<file path="src/rtl/csel_cfg_pkg.sv">
package csel_cfg_pkg;
  localparam int unsigned CFG_W = 8;
  localparam logic [15:0] UNLOCK_KEY = 16'hA05F;

  // Bit layout of a chip-select configuration byte.
  typedef struct packed {
    logic [3:0] wait_code;  // 7:4
    logic       sync;       // 3
    logic       wr_ok;      // 2
    logic [1:0] width;      // 1:0
  } cs_cfg_t;

  localparam logic [1:0] WIDTH_8  = 2'b00;
  localparam logic [1:0] WIDTH_16 = 2'b01;
  localparam logic [1:0] WIDTH_32 = 2'b10;
  localparam logic [1:0] WIDTH_RSV = 2'b11;
endpackage

</file>
<file path="src/rtl/csel_key_gate.sv">
module csel_key_gate
  import csel_cfg_pkg::*;
#(
  parameter int unsigned DATA_W = 32
) (
  input  logic              clk,
  input  logic              rst_n,
  input  logic              key_wr,
  input  logic [DATA_W-1:0] key_data,
  output logic              unlocked
);
  localparam logic [DATA_W-1:0] KEY_WORD = DATA_W'(UNLOCK_KEY);

  logic unlocked_q;
  logic key_match;

  assign key_match = (key_data == KEY_WORD);

  always_ff @(posedge clk or negedge rst_n) begin
    if (!rst_n) begin
      unlocked_q <= 1'b0;
    end else if (key_wr) begin
      unlocked_q <= key_match;
    end
  end

  assign unlocked = unlocked_q;
endmodule

</file>
<file path="src/rtl/csel_slot_reg.sv">
module csel_slot_reg
  import csel_cfg_pkg::*;
(
  input  logic             clk,
  input  logic             rst_n,
  input  logic             wr_en,
  input  logic [CFG_W-1:0] wr_byte,
  output logic [CFG_W-1:0] cfg_raw,
  output logic [3:0]       wait_o,
  output logic             sync_o,
  output logic             wr_ok_o,
  output logic [1:0]       width_o
);
  cs_cfg_t cfg_q;

  always_ff @(posedge clk or negedge rst_n) begin
    if (!rst_n) begin
      cfg_q <= '0;
    end else if (wr_en) begin
      cfg_q <= cs_cfg_t'(wr_byte);
    end
  end

  assign cfg_raw = cfg_q;
  assign wait_o  = cfg_q.wait_code;
  assign sync_o  = cfg_q.sync;
  assign wr_ok_o = cfg_q.wr_ok;

  // The reserved width code is presented to the memory side as 32-bit.
  always_comb begin
    unique case (cfg_q.width)
      WIDTH_8:   width_o = WIDTH_8;
      WIDTH_16:  width_o = WIDTH_16;
      WIDTH_32:  width_o = WIDTH_32;
      default:   width_o = WIDTH_32;
    endcase
  end
endmodule

</file>
<file path="src/rtl/csel_read_mux.sv">
module csel_read_mux
  import csel_cfg_pkg::*;
#(
  parameter int unsigned NUM_CS = 4,
  parameter int unsigned DATA_W = 32
) (
  input  logic                         clk,
  input  logic                         rst_n,
  input  logic                         rd_en,
  input  logic [NUM_CS-1:0]            sel_cs,
  input  logic                         sel_lock,
  input  logic [NUM_CS-1:0][CFG_W-1:0] slot_raw,
  input  logic                         locked,
  output logic [DATA_W-1:0]            rdata
);
  logic [DATA_W-1:0] rd_next;
  logic [DATA_W-1:0] rdata_q;

  always_comb begin
    rd_next = '0;
    if (sel_lock) rd_next = DATA_W'(locked);
    for (int i = 0; i < NUM_CS; i++) begin
      if (sel_cs[i]) rd_next = DATA_W'(slot_raw[i]);
    end
  end

  always_ff @(posedge clk or negedge rst_n) begin
    if (!rst_n) begin
      rdata_q <= '0;
    end else begin
      rdata_q <= rd_en ? rd_next : '0;
    end
  end

  assign rdata = rdata_q;
endmodule

</file>
<file path="src/rtl/csel_cfg_regs.sv">
module csel_cfg_regs
  import csel_cfg_pkg::*;
#(
  parameter int unsigned NUM_CS    = 4,
  parameter int unsigned ADDR_W    = 8,
  parameter int unsigned DATA_W    = 32,
  parameter int unsigned CS_STRIDE = 4,
  parameter int unsigned LOCK_OFS  = 32
) (
  input  logic                  clk,
  input  logic                  rst_n,
  input  logic [ADDR_W-1:0]     bus_addr,
  input  logic [DATA_W-1:0]     bus_wdata,
  input  logic                  bus_we,
  input  logic                  bus_re,
  output logic [DATA_W-1:0]     bus_rdata,
  output logic [NUM_CS*4-1:0]   cs_wait,
  output logic [NUM_CS-1:0]     cs_sync,
  output logic [NUM_CS-1:0]     cs_wr_ok,
  output logic [NUM_CS*2-1:0]   cs_width
);
  localparam logic [ADDR_W-1:0] LOCK_ADDR = ADDR_W'(LOCK_OFS);

  logic [NUM_CS-1:0]            hit_cs;
  logic                         hit_lock;
  logic                         unlocked;
  logic [NUM_CS-1:0][CFG_W-1:0] slot_raw;

  assign hit_lock = (bus_addr == LOCK_ADDR);

  csel_key_gate #(.DATA_W(DATA_W)) u_key (
    .clk      (clk),
    .rst_n    (rst_n),
    .key_wr   (bus_we && hit_lock),
    .key_data (bus_wdata),
    .unlocked (unlocked)
  );

  for (genvar g = 0; g < NUM_CS; g++) begin : g_slot
    assign hit_cs[g] = (bus_addr == ADDR_W'(g * CS_STRIDE));

    csel_slot_reg u_slot (
      .clk     (clk),
      .rst_n   (rst_n),
      .wr_en   (bus_we && hit_cs[g] && unlocked),
      .wr_byte (bus_wdata[CFG_W-1:0]),
      .cfg_raw (slot_raw[g]),
      .wait_o  (cs_wait[g*4 +: 4]),
      .sync_o  (cs_sync[g]),
      .wr_ok_o (cs_wr_ok[g]),
      .width_o (cs_width[g*2 +: 2])
    );
  end

  csel_read_mux #(.NUM_CS(NUM_CS), .DATA_W(DATA_W)) u_rd (
    .clk      (clk),
    .rst_n    (rst_n),
    .rd_en    (bus_re),
    .sel_cs   (hit_cs),
    .sel_lock (hit_lock),
    .slot_raw (slot_raw),
    .locked   (!unlocked),
    .rdata    (bus_rdata)
  );
endmodule

</file>
<file path="config.mk">
export PLATFORM = sky130hd
export DESIGN_NAME = csel_cfg_regs
export DESIGN_NICKNAME = d
export VERILOG_FILES = /design/src/rtl/csel_cfg_pkg.sv /design/src/rtl/csel_key_gate.sv /design/src/rtl/csel_slot_reg.sv /design/src/rtl/csel_read_mux.sv /design/src/rtl/csel_cfg_regs.sv
export SDC_FILE = /design/constraint.sdc
export NUM_CORES = 1
export LEC_CHECK = 0
export BUFFER_PORTS_ARGS = -buffer_cell sky130_fd_sc_hd__buf_4
export CELL_PAD_IN_SITES_DETAIL_PLACEMENT = 0
export CELL_PAD_IN_SITES_GLOBAL_PLACEMENT = 1
export CORE_UTILIZATION = 33
export DETAILED_ROUTE_END_ITERATION = 12
export PLACE_DENSITY_LB_ADDON = 0.1
export SETUP_SLACK_MARGIN = 0.5
export SYNTH_ARGS = -nofsm -noshare
export SYNTH_HDL_FRONTEND = slang
export SYNTH_HIERARCHICAL = 1
export SYNTH_SLANG_ARGS = --single-unit
</file>
<file path="constraint.sdc">
create_clock -name clk -period 1.15 [get_ports clk]
set_input_delay 0.23 -clock clk [delete_from_list [all_inputs] [get_ports clk]]
set_output_delay 0.23 -clock clk [all_outputs]
set_load 0.03 [all_outputs]
</file>
==> results of run 1 <==
## flip-flops by register name, indices dropped and copies added, names as in the netlist
| name | cells |
|---|---|
| g_slot.u_slot/sync_o | 4 |
| g_slot.u_slot/wait_o | 16 |
| u_key/unlocked | 1 |
| g_slot.u_slot/wr_ok_o | 4 |
| g_slot.u_slot/cfg_raw | 8 |
| u_rd/rdata | 8 |
## through the flow
step,cell area [µm²],power (mW),TNS [ps]
final,3750,2.79,-13270
after global routing,3750,2.91,-14580
after CTS,3710,2.82,-13210
after detailed placement,3170,1.81,-27250
after global placement,3170,1.81,-26950
after floorplan,2800,1.68,-19540
## synth_stat cells (2+ instances only)
cell / number
clkbuf_1: 5
nor3_2: 4
and4bb_2: 2
o21ai_0: 14
dfrtp_1: 41
buf_6: 7
nand4_1: 2
nor2_1: 5
mux2_4: 32
nor4_1: 2
inv_1: 3
nor2b_1: 6
nor4_2: 2
buf_4: 48
nand2_1: 11
nand2b_1: 2
a221oi_1: 7
or4_4: 2
## how the worst max path moves through the flow
stage	endpoint	slack, ps	cells after the start
2_1_floorplan	g_slot[0].u_slot/cfg_raw[0]$_DFFE_PN0P_	-510	5
3_3_place_gp	u_key/unlocked$_DFFE_PN0P_	-710	6
3_5_place_dp	u_key/unlocked$_DFFE_PN0P_	-710	6
4_1_cts	g_slot[0].u_slot/wait_o[2]$_DFFE_PN0P_	-380	5
5_1_grt	g_slot[0].u_slot/wait_o[2]$_DFFE_PN0P_	-390	5
6_report	g_slot[0].u_slot/wait_o[2]$_DFFE_PN0P_	-370	5
## cells in the final DEF, fill, tap and decap left out, drive strengths merged
cell,synthesis,routed
or2,1,1
a211oi,1,1
clkbuf,5,7
nor4,4,4
nor3,5,5
and3,1,1
or3,1,1
or4,2,2
and4bb,2,2
o31ai,2,2
nor4bb,1,1
o211ai,1,1
dfrtp,41,41
nand4,2,2
a221oi,7,7
and2b,1,1
inv,3,3
nor2b,7,7
conb,1,24
nand2,11,11
or4bb,1,1
buf,55,136
and4b,1,1
nor3b,1,1
nand2b,2,2
and2,1,1
nor2,5,5
clkinvlp,0,1
mux2,32,32
or4b,2,2
o21ai,14,14
## layer usage
metal  GRT usage (%)  vias to the layer above  wire (µm)
met1            22.8                      872       2900
met2            26.6                       73       2770
met3            4.34                        6        341
li1                -                      891          -
met5               0                        -          0
met4            4.76                        0         70
## final cells by class
cell class,count,area share (%)
Timing Repair Buffer,136,33.2
Multi-Input combinational cell,132,32.7
Clock buffer,7,2.30
Tap cell,99,3.31
Inverter,3,0.301
Sequential cell,41,28.0
Clock inverter,1,0.200
## power by group through the flow
stage	Sequential [mW]	Combinational (mW)	Clock, mW
after global placement	1.47	0.338	0
after CTS	1.44	0.352	1.03
after floorplan	1.47	0.212	0
after global routing	1.44	0.384	1.09
final	1.44	0.351	0.998
after detailed placement	1.47	0.341	0
## logic make-up (layout without fill, tap and decap cells)
logic type	Yosys count	in the layout
AO/OA/AOI/OAI	25	25
buffers and inverters	63	147
flip-flops	41	41
multiplexers	32	32
other	1	24
AND/OR/NAND/NOR	51	51
## repair_timing
action,CTS,global route
buffers inserted,31,1
hold endpoints to repair,41,41
resized for setup,58,7
pin swaps,9,4
setup endpoints to repair,81,81
==> flow_summary.ini, run 1 <==
[worst_setup_path]
path_class = input port to flop
crit_chain = buf_6 -> or4_4 -> nor3_4 -> buf_6 -> mux2_4
critPathLaunch = bus_addr[4]
cpMaxStageDelayCell = or4_4
worstRegToRegCells = 4
cp_max_fo = 8
endpoint_kind = flop
arrival_ps = 1690
r2r_start = u_key/unlocked$_DFFE_PN0P_
critPathLaunchType = input port
regToRegSetupSlack_ps = -230
r2r-end = g_slot[3].u_slot/wr_ok_o$_DFFE_PN0P_
cp_top_family = simple AND/OR/NAND/NOR gates
cp_common_cell = buf_6
path_buf_inv = 2
cpPeakStageDelay_ps = 650
critPathRequiredTime_ps = 1330

[die]
fp-row-count = 31
coreArea_mm2 = 0.00729
die_h_um = 89.1
fp.dieW_um = 89.1
start_util_pct = 34.4
die_area_mm2 = 0.00794
boundaryPins = 108

[power_and_ir_drop]
sequentialPowerShare_pct = 51.7
clkPwrFrac_pct = 35.8
p_int_mw = 2.07
p_per_area_mw_per_mm2 = 745
pwr-share-comb_pct = 12.6
p_switching_mw = 0.720
switching_share_pct = 25.8
leakage_nw = 1.84
irDropWorstVdd_v = 0.000452

[logic_synthesis]
ys_ff_latch = 41
synth_adder_area_share_pct = 0
ys_types = 36
async_flop_share_pct = 100
synthCells = 213
synth_compound_area_share_pct = 6.64
synth-edff-count = 0
yosys.area.top_type_share_pct = 41.0
synth_xor_xnor_area_share_pct = 0
synthMuxAreaShare_pct = 19.2
synth-simple-area-share_pct = 14.3
synth_top_family_by_area = multiplexers
yosys.area.top_type = dfrtp_1
synthFlopType = dfrtp_1
synth_area_leaders = dfrtp_1, mux2_4, buf_4
ys_warn_count = 6
ys_seq_area_share_pct = 41.0
avgSynthCellArea_um2 = 11.8
netlist_area_mm2 = 0.00250

[detailed_routing]
firstDrtPassIters = 4
route.detailed.drc = 0
wl_per_cell_um = 14.5
antenna_left = 0
wirelength_um = 6090
vias = 1842
viasPerCell = 4.40
drt-initial-drc-count = 27

[final_layout]
n_fill_cell = 692
multi_input_area_mm2 = 0.00122
seq_area_mm2 = 0.00105
final_nets = 363
finish.utilization_pct = 51.4
instances_no_fill = 419
drive_above_1_share_pct = 69.7
antenna_cells = 0
areaGrowthSynthToFinish_pct = 49.6

[sta]
holdWs_ps = -118
finalSetupViolations = 45
slew_violations = 0
hold_viol = 41
tightest_slew_ps = 571
fmax_mhz = 659
max_slew_margin_pct = 61.9
fin_crit_sh_pct = 132
rsz0062_at_grt = true
fin_ws_ps = -367
finalCriticalPeriod_ps = 1520
finalClockSkew_ps = 9.66

[clock_tree]
cts_tree = yes
clkLatencyLatePin_ps = 290
clock_sinks = 41
clk_pin_slew_worst_paths_ps = 80
cts_made_buffers = 5
root_buffer = clkbuf_8
cts_buffer_depth = 2
htree_levels = 2

[global_routing]
grt_pass1_wl_um = 9710
grt-ovfl-total = 0
antenna_found_initial = 0
grt_max_degree = 42
grt_pass1_vias = 1897
track_usage_pct = 16.8

[placement]
pre_cts_ws_ps = -713
portBuffers = 83
gp_congestion = 0.681
hpwl_um = 4510
dpl.cell_count = 379

[outcome]
status = finished with violations
violations = hold timing, setup timing

[worst_hold_path]
hp-class = input port to asynchronous set/reset pin

[flow_run]
max-cap-violations = 0
No activity file was read; power rests on OpenSTA's default activity.
==> run 2: changes to the inputs <==
Settings changed: CORE_UTILIZATION 33 to 36, SETUP_SLACK_MARGIN 0.5 to 0.4, SKIP_LAST_GASP from default to 1.
Clock period 1.15 ns to 1.65 ns, I/O delays scaled along.
==> run 2 against run 1 <==
The run now ends clean. Total power down 31%. Routed wire length shrank 2.5%. Critical path depth unchanged. Cell area decreased by 8.2%. Sequential share of layout area is 1.9 points higher. Register-to-register slack better by 380 ps. Non-clock buffer count fell by 17. Flip-flop and latch count unchanged. Final cell count down 8.8%. Worst hold slack better by 130 ps. Critical endpoint is now g_slot[0].u_slot/wait_o[0]$_DFFE_PN0P_. Largest power group unchanged. Highest routed layer unchanged.
==> flow_summary.ini, run 2 (synthesis gave the netlist of run 1 again) <==
[outcome]
status = finished, final reports clean

[worst_setup_path]
r2r-end = g_slot[2].u_slot/sync_o$_DFFE_PN0P_
arrival_ps = 1820
critPathRequiredTime_ps = 1830
worstRegToRegCells = 4
r2r_start = u_key/unlocked$_DFFE_PN0P_
regToRegSetupSlack_ps = 150
critPathLaunchType = input port
endpoint_kind = flop
cp_max_fo = 8
path_class = input port to flop

[die]
boundaryPins = 108
die_h_um = 85.4
start_util_pct = 37.1
die_area_mm2 = 0.00730
fp.dieW_um = 85.4
fp-row-count = 30
coreArea_mm2 = 0.00676

[clock_tree]
htree_levels = 2
cts_hold_buf = 0
cts_buffer_depth = 2
cts_tree = yes
clk_pin_slew_worst_paths_ps = 80
root_buffer = clkbuf_8
clkLatencyLatePin_ps = 290
clock_sinks = 41
cts_made_buffers = 5

[detailed_routing]
met2_wirelength_um = 2840
wirelength_um = 5930
route.detailed.drc = 0
wl_met1_um = 2650
vias = 1797
drt-initial-drc-count = 31
antenna_left = 0
firstDrtPassIters = 4
wl_met3_um = 387
viasPerCell = 4.70
wl_per_cell_um = 15.5
top_layer = met4

[final_layout]
seq_area_mm2 = 0.00103
antenna_cells = 0
final_cell_mix = buf_4, dfrtp_1, mux2_4
final_nets = 346
areaGrowthSynthToFinish_pct = 37.3
n_fill_cell = 628
largest_register_ffs = 16
drive_above_1_share_pct = 62.9
multi_input_area_mm2 = 0.00121
finish.utilization_pct = 50.9
final_common_cell = buf_4

[power_and_ir_drop]
irDropWorstVdd_v = 0.000302
p_int_mw = 1.42
clkPwrFrac_pct = 35.4
p_switching_mw = 0.493
power_mw = 1.92
p_per_area_mw_per_mm2 = 557
leakage_nw = 1.76
sequentialPowerShare_pct = 52.4
pwr-share-comb_pct = 12.2
switching_share_pct = 25.7

[global_routing]
antenna_found_initial = 0
grt-ovfl-total = 0
track_usage_pct = 16.6
grt_max_degree = 42
grt_pass1_vias = 1732
grt_pass1_wl_um = 9140

[placement]
hpwl_um = 4310
gp_congestion = 0.709
portBuffers = 83

[sta]
slew_violations = 0
rsz0062_at_grt = true
finalCriticalPeriod_ps = 1650
fin_crit_sh_pct = 99.8
tightest_slew_ps = 532
finalClockSkew_ps = 2.63
max_slew_margin_pct = 64.5
fmax_mhz = 607
hold_viol = 0
finalSetupViolations = 0

[flow_run]
max-cap-violations = 0

[worst_hold_path]
hp-class = input port to asynchronous set/reset pin
-- run 2: cell count changes in the layout (fill, tap and decap cells not counted), sizes merged --
| cell | before | now |
|---|---|---|
| buf | 136 | 119 |
| clkbuf | 7 | 6 |
-- run 2: power groups by stage --
stage	sequential [mW]	clock, mW	combinational (mW)
after global routing	1.00	0.740	0.254
after floorplan	1.03	0	0.148
after global placement	1.02	0	0.226
after CTS	1.00	0.697	0.233
after detailed placement	1.02	0	0.227
final	1.00	0.677	0.234
-- run 2: layer usage --
metal	up-vias	GRT usage, %
li1	858	-
met1	857	22.0
met2	76	26.8
met3	6	4.67
met4	0	4.55
met5	-	0
-- run 2: worst max-delay path by stage --
stage	from	cells past startpoint	end
after floorplan	bus_addr[4]	5	g_slot[0].u_slot/cfg_raw[0]$_DFFE_PN0P_
after global placement	bus_addr[1]	6	u_key/unlocked$_DFFE_PN0P_
after detailed placement	bus_addr[1]	6	u_key/unlocked$_DFFE_PN0P_
after CTS	bus_addr[6]	6	u_rd/rdata[6]$_DFF_PN0_
after global routing	bus_addr[3]	6	u_key/unlocked$_DFFE_PN0P_
final	bus_addr[6]	5	g_slot[0].u_slot/wait_o[0]$_DFFE_PN0P_
-- run 2: area by class of cell --
| type | instances | area share (%) |
|---|---|---|
| Inverter | 3 | 0.328 |
| Clock buffer | 6 | 2.40 |
| Sequential cell | 41 | 29.9 |
| Clock inverter | 1 | 0.218 |
| Tap cell | 80 | 2.91 |
| Multi-Input combinational cell | 132 | 35.3 |
| Timing Repair Buffer | 119 | 28.9 |
-- run 2: what timing repair did --
action                     CTS  global route
setup endpoints to repair   47            53
pin swaps                   11             9
cloned                       0             0
gates resized for setup     12            19
setup buffers                8            12
-- run 2: metrics by stage --
stage / instances / hold WS [ps] / setup slack [ps] / instance area, µm² / TNS (ps)
floorplan: 236 / 34.4 / -108 / 2660 / -3110
detailed placement: 355 / 349 / -392 / 3060 / -10690
finish: 382 / 12.2 / 3.82 / 3440 / 0
global route: 382 / 41.4 / -26.6 / 3440 / -116
global placement: 355 / 351 / -383 / 3060 / -10420
CTS: 370 / 31.6 / 8.71 / 3260 / 0
-- run 2: worst max-delay path: stages --
cell,delay (ps)
buf_6,90
or4_4,650
nor3_4,270
buf_6,170
mux2_4,300
